## src/rtl/burst_rd_init.sv

```systemverilog
module burst_rd_init #(
  parameter int W        = 32,
  parameter int MAXW     = 16,
  parameter int SEL_WAIT = 4,
  localparam int LW      = $clog2(MAXW),
  localparam int WDW     = $clog2(SEL_WAIT + 1)
) (
  input  logic          clk,
  input  logic          rst_n,
  input  logic          req_valid,
  output logic          req_ready,
  input  logic [W-1:0]  req_addr,
  input  logic [LW-1:0] req_len_m1,
  input  logic          req_io,
  output logic          rsp_valid,
  input  logic          rsp_ready,
  output logic [W-1:0]  rsp_data,
  output logic          rsp_last,
  output logic          done_o,
  output logic          err_o,
  output logic [W-1:0]  mux_o,
  output logic          mux_oe,
  input  logic [W-1:0]  mux_i,
  output logic [3:0]    cmd_be_n,
  output logic          bus_cyc_n,
  output logic          init_rdy_n,
  input  logic          tgt_rdy_n,
  input  logic          tgt_ack_n
);
  localparam logic [3:0] CMD_MEM_RD = 4'b0110;
  localparam logic [3:0] CMD_IO_RD  = 4'b0010;

  typedef enum logic [1:0] {S_IDLE, S_ADDR, S_DATA, S_END} st_t;
  st_t st;

  logic [W-1:0]   addr_q;
  logic [LW-1:0]  rem_q;
  logic           io_q;
  logic           seen_q;
  logic [WDW-1:0] wd_q;
  logic           err_q;
  logic           hold_v;
  logic           hold_last;
  logic [W-1:0]   hold_d;

  wire in_data = (st == S_DATA);
  wire last_ph = (rem_q == '0);

  assign init_rdy_n = !(in_data && (!hold_v || rsp_ready));
  wire beat    = !init_rdy_n && !tgt_rdy_n && !tgt_ack_n;
  wire timeout = in_data && !seen_q && tgt_ack_n && (wd_q == WDW'(SEL_WAIT - 1));

  assign req_ready = (st == S_IDLE);
  assign bus_cyc_n = !((st == S_ADDR) || (in_data && !last_ph));
  assign mux_oe    = (st == S_ADDR);
  assign mux_o     = mux_oe ? addr_q : '0;
  assign cmd_be_n  = (st == S_ADDR) ? (io_q ? CMD_IO_RD : CMD_MEM_RD) :
                     in_data        ? 4'b0000 : 4'b1111;
  assign rsp_valid = hold_v;
  assign rsp_data  = hold_d;
  assign rsp_last  = hold_last;
  assign done_o    = (st == S_END);
  assign err_o     = done_o && err_q;

  always_ff @(posedge clk) begin
    if (!rst_n) begin
      st     <= S_IDLE;
      addr_q <= '0;
      rem_q  <= '0;
      io_q   <= 1'b0;
      seen_q <= 1'b0;
      wd_q   <= '0;
      err_q  <= 1'b0;
    end else begin
      case (st)
        S_IDLE: if (req_valid) begin
          addr_q <= req_addr;
          rem_q  <= req_len_m1;
          io_q   <= req_io;
          seen_q <= 1'b0;
          wd_q   <= '0;
          err_q  <= 1'b0;
          st     <= S_ADDR;
        end
        S_ADDR: st <= S_DATA;
        S_DATA: begin
          if (!tgt_ack_n) seen_q <= 1'b1;
          else if (!seen_q) wd_q <= wd_q + 1'b1;
          if (beat) begin
            if (last_ph) st <= S_END;
            else rem_q <= rem_q - 1'b1;
          end else if (timeout) begin
            err_q <= 1'b1;
            st    <= S_END;
          end
        end
        default: st <= S_IDLE;
      endcase
    end
  end

  always_ff @(posedge clk) begin
    if (!rst_n) begin
      hold_v    <= 1'b0;
      hold_last <= 1'b0;
      hold_d    <= '0;
    end else if (beat) begin
      hold_v    <= 1'b1;
      hold_last <= last_ph;
      hold_d    <= mux_i;
    end else if (rsp_ready) begin
      hold_v <= 1'b0;
    end
  end
endmodule

```

## config.mk

```make
export PLATFORM = sky130hd
export DESIGN_NAME = burst_rd_init
export DESIGN_NICKNAME = d
export VERILOG_FILES = /design/src/rtl/burst_rd_init.sv
export SDC_FILE = /design/constraint.sdc
export NUM_CORES = 1
export LEC_CHECK = 0
export CORE_ASPECT_RATIO = 1.4
export CORE_UTILIZATION = 32
export DETAILED_ROUTE_END_ITERATION = 16
export DONT_BUFFER_PORTS = 1
export GPL_TIMING_DRIVEN = 0
export SLEW_MARGIN = 30
export SYNTH_ARGS = -nofsm -noshare
export SYNTH_HDL_FRONTEND = slang
export SYNTH_SLANG_ARGS = --single-unit
```

## constraint.sdc

```tcl
create_clock -name clk -period 2 [get_ports clk]
set_input_delay 0.3 -clock clk [delete_from_list [all_inputs] [get_ports clk]]
set_output_delay 0.3 -clock clk [all_outputs]
set_load 0.01 [all_outputs]
```

After elaboration in Yosys (flattened, before gate mapping)
Cells that the tools add are included.
{"block": "totals", "wordCells": 78, "reg_bits": 78, "out_inout_bits": 76, "in_bits": 75}
{"block": "classes", "addsub": 2, "reduce_logical": 27, "eq_ne": 14, "muxes": 25}
{"op": "$mux 32", "n": 1}
{"op": "$mux 4", "n": 5}
{"op": "$mux 3", "n": 4}
{"op": "$ne 2x2->1 const B", "n": 6}
{"op": "$reduce_and 4->1", "n": 3}
{"op": "$logic_and 1x1->1", "n": 8}
{"op": "$mux 2", "n": 4}
{"op": "$pmux 4 s2", "n": 1}
{"op": "$logic_not 1->1", "n": 7}
{"op": "$mux 1", "n": 6}
{"op": "$pmux 2 s3", "n": 1}
{"op": "$pmux 3 s2", "n": 1}
{"op": "$reduce_and 3->1", "n": 2}
{"op": "$eq 2x2->1 const B", "n": 2}
{"op": "$logic_not 4->1", "n": 1}
{"op": "$ne 2x1->1 const B", "n": 2}
{"op": "$pmux 1 s2", "n": 2}
{"op": "$reduce_bool 2->1", "n": 2}
{"op": "$sub 4x1->4 const B", "n": 1}
{"op": "$add 3x1->3 const B", "n": 1}
{"op": "$eq 3x2->1 const B", "n": 1}
{"op": "$ne 3x1->1 const B", "n": 1}
{"op": "$ne 3x3->1 const B", "n": 1}
{"op": "$eq 2x1->1 const B", "n": 1}
{"op": "3 further kinds", "n": 4}

Longest topological paths before layout
Gate-level depths: netlist of the first run.
{"block": "logic_depth", "depth_word": 7, "mapped_depth": 8, "depth_no_buf": 6}

Worst setup path before layout of the first run
OpenSTA, ideal clock, no wires.
{"block": "synth_timing", "path_type": "reg-to-reg", "from": "register st[0]", "to": "register rem_q[3]", "stages_incl_launch_ff": 8, "path_buffers": 1, "t_required_ns": 1.864, "setup_time_ns": 0.136, "arrival_ns": 1.486, "period_less_slack_ns": 1.623, "path_slack_ns": 0.377, "path_cell_list": "dfxtp_1 > inv_1 > ha_1 > and2_1 > buf_2 > mux2_2 > o21ai_0 > a31oi_1"}
{"block": "synth_via", "elab_cells_between_ends": 11, "classes_between": "eq/ne (4); mux (1); reduce/logical (6)"}
{"item": "from (decl)", "line_no": "34", "source": "st_t st;"}
{"item": "from (signal assigned)", "line_no": "67", "source": "st <= S_IDLE;"}
{"item": "from (signal assigned)", "line_no": "83", "source": "st <= S_ADDR;"}
{"item": "from (signal assigned)", "line_no": "85", "source": "S_ADDR: st <= S_DATA;"}
{"item": "$logic_not 2->1 *"}
{"item": "named net req_ready", "line_no": "11", "source": "output logic req_ready,"}
{"item": "$ne 2x2->1 (no source line) or $reduce_bool 2->1 (tied branches)"}
{"item": "$reduce_and 4->1 (no source line)"}
{"item": "to (signal assigned)", "line_no": "78", "source": "rem_q <= req_len_m1;"}
{"item": "to (signal assigned)", "line_no": "91", "source": "else rem_q <= rem_q - 1'b1;"}
{"item": "to (decl)", "line_no": "37", "source": "logic [LW-1:0] rem_q;"}
The timed path passes the listed nets; every way through them passes the cells marked *.
A chain may end at the register's enable or synchronous reset.

Worst setup path in the final report of the first run
{"block": "layout_timing", "from": "register st[1]", "to": "output port mux_o[9]"}
{"block": "layout_via", "elab_chain_cells": 2}
{"item": "$eq 2x1->1", "line_no": "55", "source": "assign mux_oe = (st == S_ADDR);"}
{"item": "named net mux_oe", "line_no": "22", "source": "output logic mux_oe,"}
{"item": "$mux 32", "line_no": "56", "source": "assign mux_o = mux_oe ? addr_q : '0;"}
{"item": "to (decl)", "line_no": "21", "source": "output logic [W-1:0] mux_o,"}
The timed path passes the listed nets, and every way through them passes these cells.

==> metrics, run 1 <==
Setup Skew=0.006298 ns; status=completed; initial drt markers=74; Clock H-tree levels=3; Max Slew Vio Count=0; max_slew headroom=0.6663; TritonCTS clock tree=done; first-pass GRT wire length=14060 um; maxcap violations=0; initial antenna violation count=0; top cell types by occurrence after synthesis=nand2_1 (141), dfxtp_1 (78), a21boi_0 (64), and2_1 (34), clkbuf_1 (16); clk root buf=clkbuf_16; DP Worst Slack=0.06124 ns; setup TNS=0 ns; clock buffer depth=2; IO Port Bufs=0; WS Path Type=register to output pin; Critical Path Fanout Max=10; Synth Cell Area=3451 um^2; first-pass iteration count of the detailed router=4; mux cell area share after synthesis=0.01523; Post-Synthesis Cells=418; hold_ws=0.1146 ns; achievable frequency=518.7 MHz; Rows=44; Yosys Warn Count=0; final wirelength=8722 um; Synth async-reset ratio=0; Seq/Total Area, Yosys=0.4525; CP Capture Type=output pin; vias in the first global route=2827; Synth Area in Adders=0.02901; DP Cell Count=556; Synth cell types=42; Compound-Gate Fraction of Synth Area=0.1885; crit start category=register; VDD IR max=0.4258 mV; top_reg_cell synth=dfxtp_1; Die Span X=89.77 um; largest family of logic cells by synthesized area=simple AND/OR/NAND/NOR gates; setup slack after layout=0.07224 ns; gr ovfl total=0; clk sinks=78; Final setup viols=0; Post-Synth XOR/XNOR Area=0; DRC viols=0; Reg2Reg Depth=7; dpl hpwl=6730 um; post-CTS setup buffer count=0; synth top area cells=dfxtp_1 (45%), nand2_1 (15%), a21boi_0 (14%), and2_1 (6.2%), ha_1 (2.9%); I/O pins=151; Syn Area/Cell=8.256 um^2; vias per inst=4.884; Tightest Pin Transition=0.5005 ns; Die Ht=124.9 um; pwr dens=1274 nW/um^2; largest net degree at the start of global routing=13; top-area cell type share of the netlist area=0.4525; number of hold buffers added after cts=0; drt wl/cell=15.27 um; Tot GR Track Use=0.1599; Reg clk slew, reported paths=0.06 ns; DR vias=2789; Post-synth EDFFs=0; Synth Register Bits=78; share of cells above drive strength 1=0.1109; Synth area leader=dfxtp_1; Initial Utilization=0.3316; Synth Net Count=501; Post-Layout Cell Count=571; Simple-Gate Fraction of Synth Area=0.2665; Leak=1.460 nW; Antenna Nets Post-Route=0; core area=10410 um^2; Tmin final=1.928 ns; diode count=0; CP required=1.70 ns; period utilisation layout=0.9639; Worst Path Arrival=1.63 ns; RSZ-0062 raised after global routing=true; nets=512; min-delay worst type=primary input to register; Hold Path Stages=2; Tot Pwr=5.105 mW; Inserted Clock Buffers=9; count leader, synth=nand2_1; placer's final routability congestion estimate=0.7858; worst-skew pair later-pin latency=0.33 ns; final hold vios=0; area grow syn2layout=16.10%; die area=11210 um^2
[stage by stage]
stage	area, um^2	utilization
floorplan	3451	-
global placement	3623	0.3482
detailed placement	3623	0.3482
CTS	3988	0.3832
global route	4006	0.3850
finish	4006	0.3850
[report_power, final]
| group | switching, mW | internal, mW | total, mW |
|---|---|---|---|
| logic | 0.869 | 0.488 | 1.36 |
| registers | 0.141 | 1.75 | 1.89 |
| clock network | 0.610 | 1.24 | 1.85 |
[final timing paths]
path / startpoint / endpoint / slack [ns]
setup / recovery: st[1] / mux_o[9] / 0.07
hold / removal: mux_i[29] / rsp_data[29] / 0.11
setup reg to reg: st[1] / rem_q[3] / 0.11
hold reg to reg: addr_q[6] / addr_q[6] / 0.46
[layer usage]
metal / up-vias / GRT usage / wire [um]
met4: 0 / 0.06654 / 150
met5: - / 0 / 0
li1: 1383 / - / -
met1: 1270 / 0.1662 / 3411
met3: 11 / 0.05678 / 763
met2: 125 / 0.2882 / 4397
[flip-flops by register name, indices dropped and copies added (netlist names)]
signal     count
rsp_last       1
wd_q           3
io_q           1
seen_q         1
err_q          1
rsp_data      32
st             2
rsp_valid      1
rem_q          4
addr_q        32
[timing repair]
item	CTS	global route
setup endpoints to repair	32	65
pin swaps	0	0
gates resized for setup	9	10
[cell type report]
class / count / area [um^2]
well taps: 138 / 172.7
flip-flops and latches: 78 / 1563
clock buffers: 11 / 242.7
plain buffers: 30 / 151.4
inverters: 7 / 26.28
clock inverters: 4 / 95.09
fillers: 1098 / 6399
multi-input cells: 303 / 1755
[cells by family after synthesis]
kind of cell    count (synthesis)
simple gates                  201
flops                          78
buf+inv                        37
fa+ha+maj                       8
mux                             5
compound gates                 89
[worst max-delay path, cell delays in order (launching register included)]
cell	delay, ns
dfxtp_1	0.35
inv_1	0.10
ha_2	0.34
clkbuf_2	0.26
and2_1	0.25
[layout by cell type (no fill, tap or decap), types with 5 or more instances in the layout]
cell	instances
a21oi_1	5
inv_1	6
clkbuf_2	6
dfxtp_1	77
clkbuf_1	10
nand2_1	141
clkbuf_16	9
and2_1	34
a21boi_0	64
buf_2	10
ha_1	7
(Power assumes the default switching activity.)
==> run 2, diff against run 1 <==
Settings changed: GPL_TIMING_DRIVEN 0 to not set.
Clock period 2 ns to 2.2 ns, I/O delays scaled along.
==> metrics, run 2 (same netlist as run 1, synthesis figures left out) <==
clock buffer depth=2; share of cells above drive strength 1=0.06601; initial antenna violation count=0; Register Area=1562 um^2; number of hold buffers added after cts=0; min-delay worst type=primary input to register; setup TNS=0 ns; Inserted Clock Buffers=9; P_int=2.961 mW; Hold Crit Start=req_addr[2]; fill cell count=1115; setup slack after layout=0.1869 ns; post-CTS setup buffer count=0; final wirelength=7969 um; Clock Power Share=0.355; hold_ws=0.1426 ns; max_slew headroom=0.6337; status=completed; Tightest Pin Transition=0.5342 ns; VDD IR max=0.4015 mV; first-pass GRT wire length=13170 um; CP Capture Type=output pin; Reg2Reg Depth=6; maxcap violations=0; I/O pins=151; core area=10410 um^2; CTS resizes=0; Final setup viols=0; Setup Skew=0.005457 ns; Hold Path End=addr_q[2]; Switching Share=0.3172; diode count=0; IO Port Bufs=0; worst reg2reg path endpoint=wd_q[1]; period utilisation layout=0.9151; Critical Path Fanout Max=12; Antenna Nets Post-Route=0; DRC viols=0; gr ovfl total=0; Hold Path Stages=2; vias per inst=4.896; clk sinks=78; clk root buf=clkbuf_16; DP Cell Count=531; first-pass iteration count of the detailed router=4; most frequent cells in the layout=nand2_1 (141), dfxtp_1 (78), a21boi_0 (64); vias in the first global route=2697; achievable frequency=496.7 MHz; worst r2r src=st[1]; Tot GR Track Use=0.1485; final hold vios=0; RSZ-0062 raised after global routing=false; die area=11210 um^2; area grow syn2layout=11.93%; most common cell after layout, fill and taps aside=nand2_1; drt wl/cell=14.57 um; placer's final routability congestion estimate=0.7525; DP Worst Slack=0.2598 ns; crit start category=register; Leak=1.382 nW; Max Slew Vio Count=0; nets=487; Reg power frac=0.396; Sw Pwr=1.376 mW; Tmin final=2.013 ns; Die Ht=124.9 um; r2r setup slk=0.29 ns; Multi-input gate area=1730 um^2; DR vias=2678; Worst Path Arrival=1.68 ns; initial drt markers=103; largest net degree at the start of global routing=83; Post-Layout Cell Count=547; TritonCTS clock tree=done; Clock H-tree levels=3; utilization after layout=0.3712; Die Span X=89.77 um; Initial Utilization=0.3316; CP required=1.87 ns; Rows=44; worst-skew pair later-pin latency=0.33 ns; pwr dens=1123 nW/um^2; dpl hpwl=5555 um; Reg clk slew, reported paths=0.06 ns; power share of the combinational group=0.249; WS Path Type=register to output pin
## run 2: cell types whose count changed in the layout (fill, tap and decap cells not counted), sizes merged
cell,change
clkbuf,-13
buf,-9
bufinv,-2
clkinv,-1
clkinvlp,+1
## run 2: worst max-delay path by stage
| stage | startpoint | to | slack, ns | cells after the start |
|---|---|---|---|---|
| global placement | st[0] | wd_q[1] | 0.31 | 6 |
| floorplan | st[0] | rem_q[3] | 0.58 | 7 |
| global route | st[1] | wd_q[1] | 0.03 | 6 |
| CTS | rem_q[0] | bus_cyc_n | 0.16 | 4 |
| finish | st[0] | cmd_be_n[2] | 0.19 | 4 |
| detailed placement | st[0] | rsp_data[4] | 0.26 | 5 |
## run 2: power groups by stage
stage | logic, mW | clock network (mW) | registers (mW)
floorplan | 0.880 | 0 | 1.72
global placement | 1.08 | 0 | 1.74
detailed placement | 1.10 | 0 | 1.75
CTS | 1.11 | 1.60 | 1.72
global route | 1.23 | 1.66 | 1.74
finish | 1.08 | 1.54 | 1.72
## run 2: layout make-up
class | instances | share of cell area
tap | 138 | 0.04470
sequential | 78 | 0.4043
multi-input combinational | 303 | 0.4480
clock inverter | 2 | 0.009718
timing repair buffer | 5 | 0.01296
clock buffer | 14 | 0.07353
inverter | 7 | 0.006803
## run 2: worst max-delay path, stage by stage, from the launching register on
cell and delay [ns]:
dfxtp_1 0.39, inv_1 0.09, ha_1 0.36, buf_4 0.24, mux2i_1 0.27
## run 2: per-stage QoR
stage          total power [mW]  instance area [um^2]
3_5_place_dp              2.851                  3533
5_1_grt                   4.628                  3862
4_1_cts                   4.426                  3855
3_3_place_gp              2.817                  3533
2_1_floorplan             2.595                  3451
6_report                  4.337                  3862
## run 2: routing by layer
metal / vias to the layer above / wire length [um] / track usage
li1: 1338 / - / -
met1: 1211 / 3174 / 0.1563
met2: 114 / 3911 / 0.2570
met3: 15 / 671 / 0.05250
met4: 0 / 212 / 0.08004
met5: - / 0 / 0
==> run 3, diff against run 2 <==
Settings changed: CORE_UTILIZATION 32 to 39, CTS_BUF_LIST set to sky130_fd_sc_hd__clkbuf_16.
==> metrics, run 3 (same netlist as run 1, synthesis figures left out) <==
period utilisation layout=0.9168; Reg clk slew, reported paths=0.05 ns; Switching Share=0.3017; power share of the combinational group=0.236; slowest CP cell=or3b_1; P_int=3.163 mW; DRC viols=0; VDD IR max=0.5847 mV; DR vias=2670; IO Port Bufs=0; die area=9234 um^2; CP required=1.87 ns; status=completed; Clock H-tree levels=3; core area=8608 um^2; achievable frequency=495.8 MHz; RSZ-0062 raised after global routing=false; Register Area=1562 um^2; Initial Utilization=0.4009; pwr dens=1175 nW/um^2; clk root buf=clkbuf_16; Clock Power Share=0.385; TritonCTS clock tree=done; vias per inst=5.195; CP Buf/Inv Count=1; Tightest Pin Transition=0.5011 ns; Setup Skew=0.007954 ns; maxcap violations=0; Sw Pwr=1.366 mW; clock buffer depth=2; Die Span X=81.50 um; Reg power frac=0.379; CTS resizes=0; min-delay worst type=primary input to register; setup TNS=0 ns; initial drt markers=103; Multi-input gate area=1723 um^2; Leak=1.402 nW; post-CTS setup buffer count=0; placer's final routability congestion estimate=0.7937; diode count=0; max_slew headroom=0.6563; number of hold buffers added after cts=0; Tmin final=2.017 ns; area grow syn2layout=11.75%; most frequent cells in the layout=nand2_1 (141), dfxtp_1 (78), a21boi_0 (64); setup slack after layout=0.1830 ns; WS Path Type=register to output pin; crit path cell chain=inv_1 -> ha_1 -> or3b_1 -> a21oi_1; nets=489; vias in the first global route=2422; gr ovfl total=0; Final setup viols=0; worst-skew pair later-pin latency=0.32 ns; fill cell count=882; Tot GR Track Use=0.1654; Die Ht=113.3 um; most common cell after layout, fill and taps aside=nand2_1; Worst Path Arrival=1.69 ns; Antenna Nets Post-Route=0; Max Slew Vio Count=0; CP Capture Type=output pin; first-pass iteration count of the detailed router=5; share of cells above drive strength 1=0.06601; final wirelength=7599 um; crit start category=register; Critical Path Fanout Max=5; first-pass GRT wire length=11790 um; Inserted Clock Buffers=9; dpl hpwl=5145 um; initial antenna violation count=0; largest net degree at the start of global routing=83; cell family contributing the most delay on the critical path=simple AND/OR/NAND/NOR gates; clk sinks=78; drt wl/cell=14.78 um; DP Worst Slack=0.3359 ns; Rows=40; final hold vios=0; CP max stage delay=0.40 ns; I/O pins=151
## run 3: cell types whose count changed in the layout (fill, tap and decap cells not counted)
cell	previous run	this run
nand3_2	0	1
clkinv_1	0	1
bufinv_16	1	4
buf_4	4	6
clkinvlp_4	1	0
clkbuf_8	4	0
nand3_4	1	0
clkbuf_1	1	0
## run 3: layout make-up
class                           instances  share of cell area
Clock buffer                            9             0.05840
Clock inverter                          5             0.03212
Multi-Input combinational cell        303              0.4468
Tap cell                              105             0.03407
Sequential cell                        78              0.4049
Timing Repair Buffer                    7             0.01687
Inverter                                7            0.006814
## run 3: worst register-to-register path: stages, from the launching register on
cell      delay [ns]
dfxtp_1         0.35
inv_1           0.10
ha_1            0.37
mux2i_1         0.51
a21oi_1         0.15
nand2b_1        0.17
a21boi_0        0.14
## run 3: metal layers
layer,GRT usage,wire length [um],up-vias
met5,0,0,-
met4,0.06310,35,0
met3,0.06452,804,2
met2,0.2644,3543,126
met1,0.1957,3215,1207
li1,-,-,1335
## run 3: power by group through the flow
stage	Clock (mW)	Sequential [mW]	Combinational [mW]
6_report	1.74	1.72	1.07
3_5_place_dp	0	1.75	1.08
2_1_floorplan	0	1.72	0.880
5_1_grt	1.85	1.74	1.20
3_3_place_gp	0	1.73	1.06
4_1_cts	1.79	1.72	1.08
## run 3: worst paths after layout
kind,from,to,slack [ns],cells past startpoint
hold reg to reg,addr_q[27],addr_q[27],0.46,2
setup / recovery,rem_q[0],bus_cyc_n,0.18,4
hold / removal,mux_i[10],rsp_data[10],0.14,2
setup reg to reg,st[0],wd_q[1],0.32,6
## run 3: stage by stage
stage	utilization	power, mW	area, um^2	std cells	hold slack [ns]
2_1_floorplan	-	2.595	3451	418	0.4388
3_3_place_gp	0.4074	2.797	3507	500	0.4449
3_5_place_dp	0.4074	2.824	3507	500	0.4521
4_1_cts	0.4480	4.594	3856	514	0.1152
5_1_grt	0.4480	4.800	3856	514	0.1323
6_report	0.4480	4.529	3856	514	0.1390
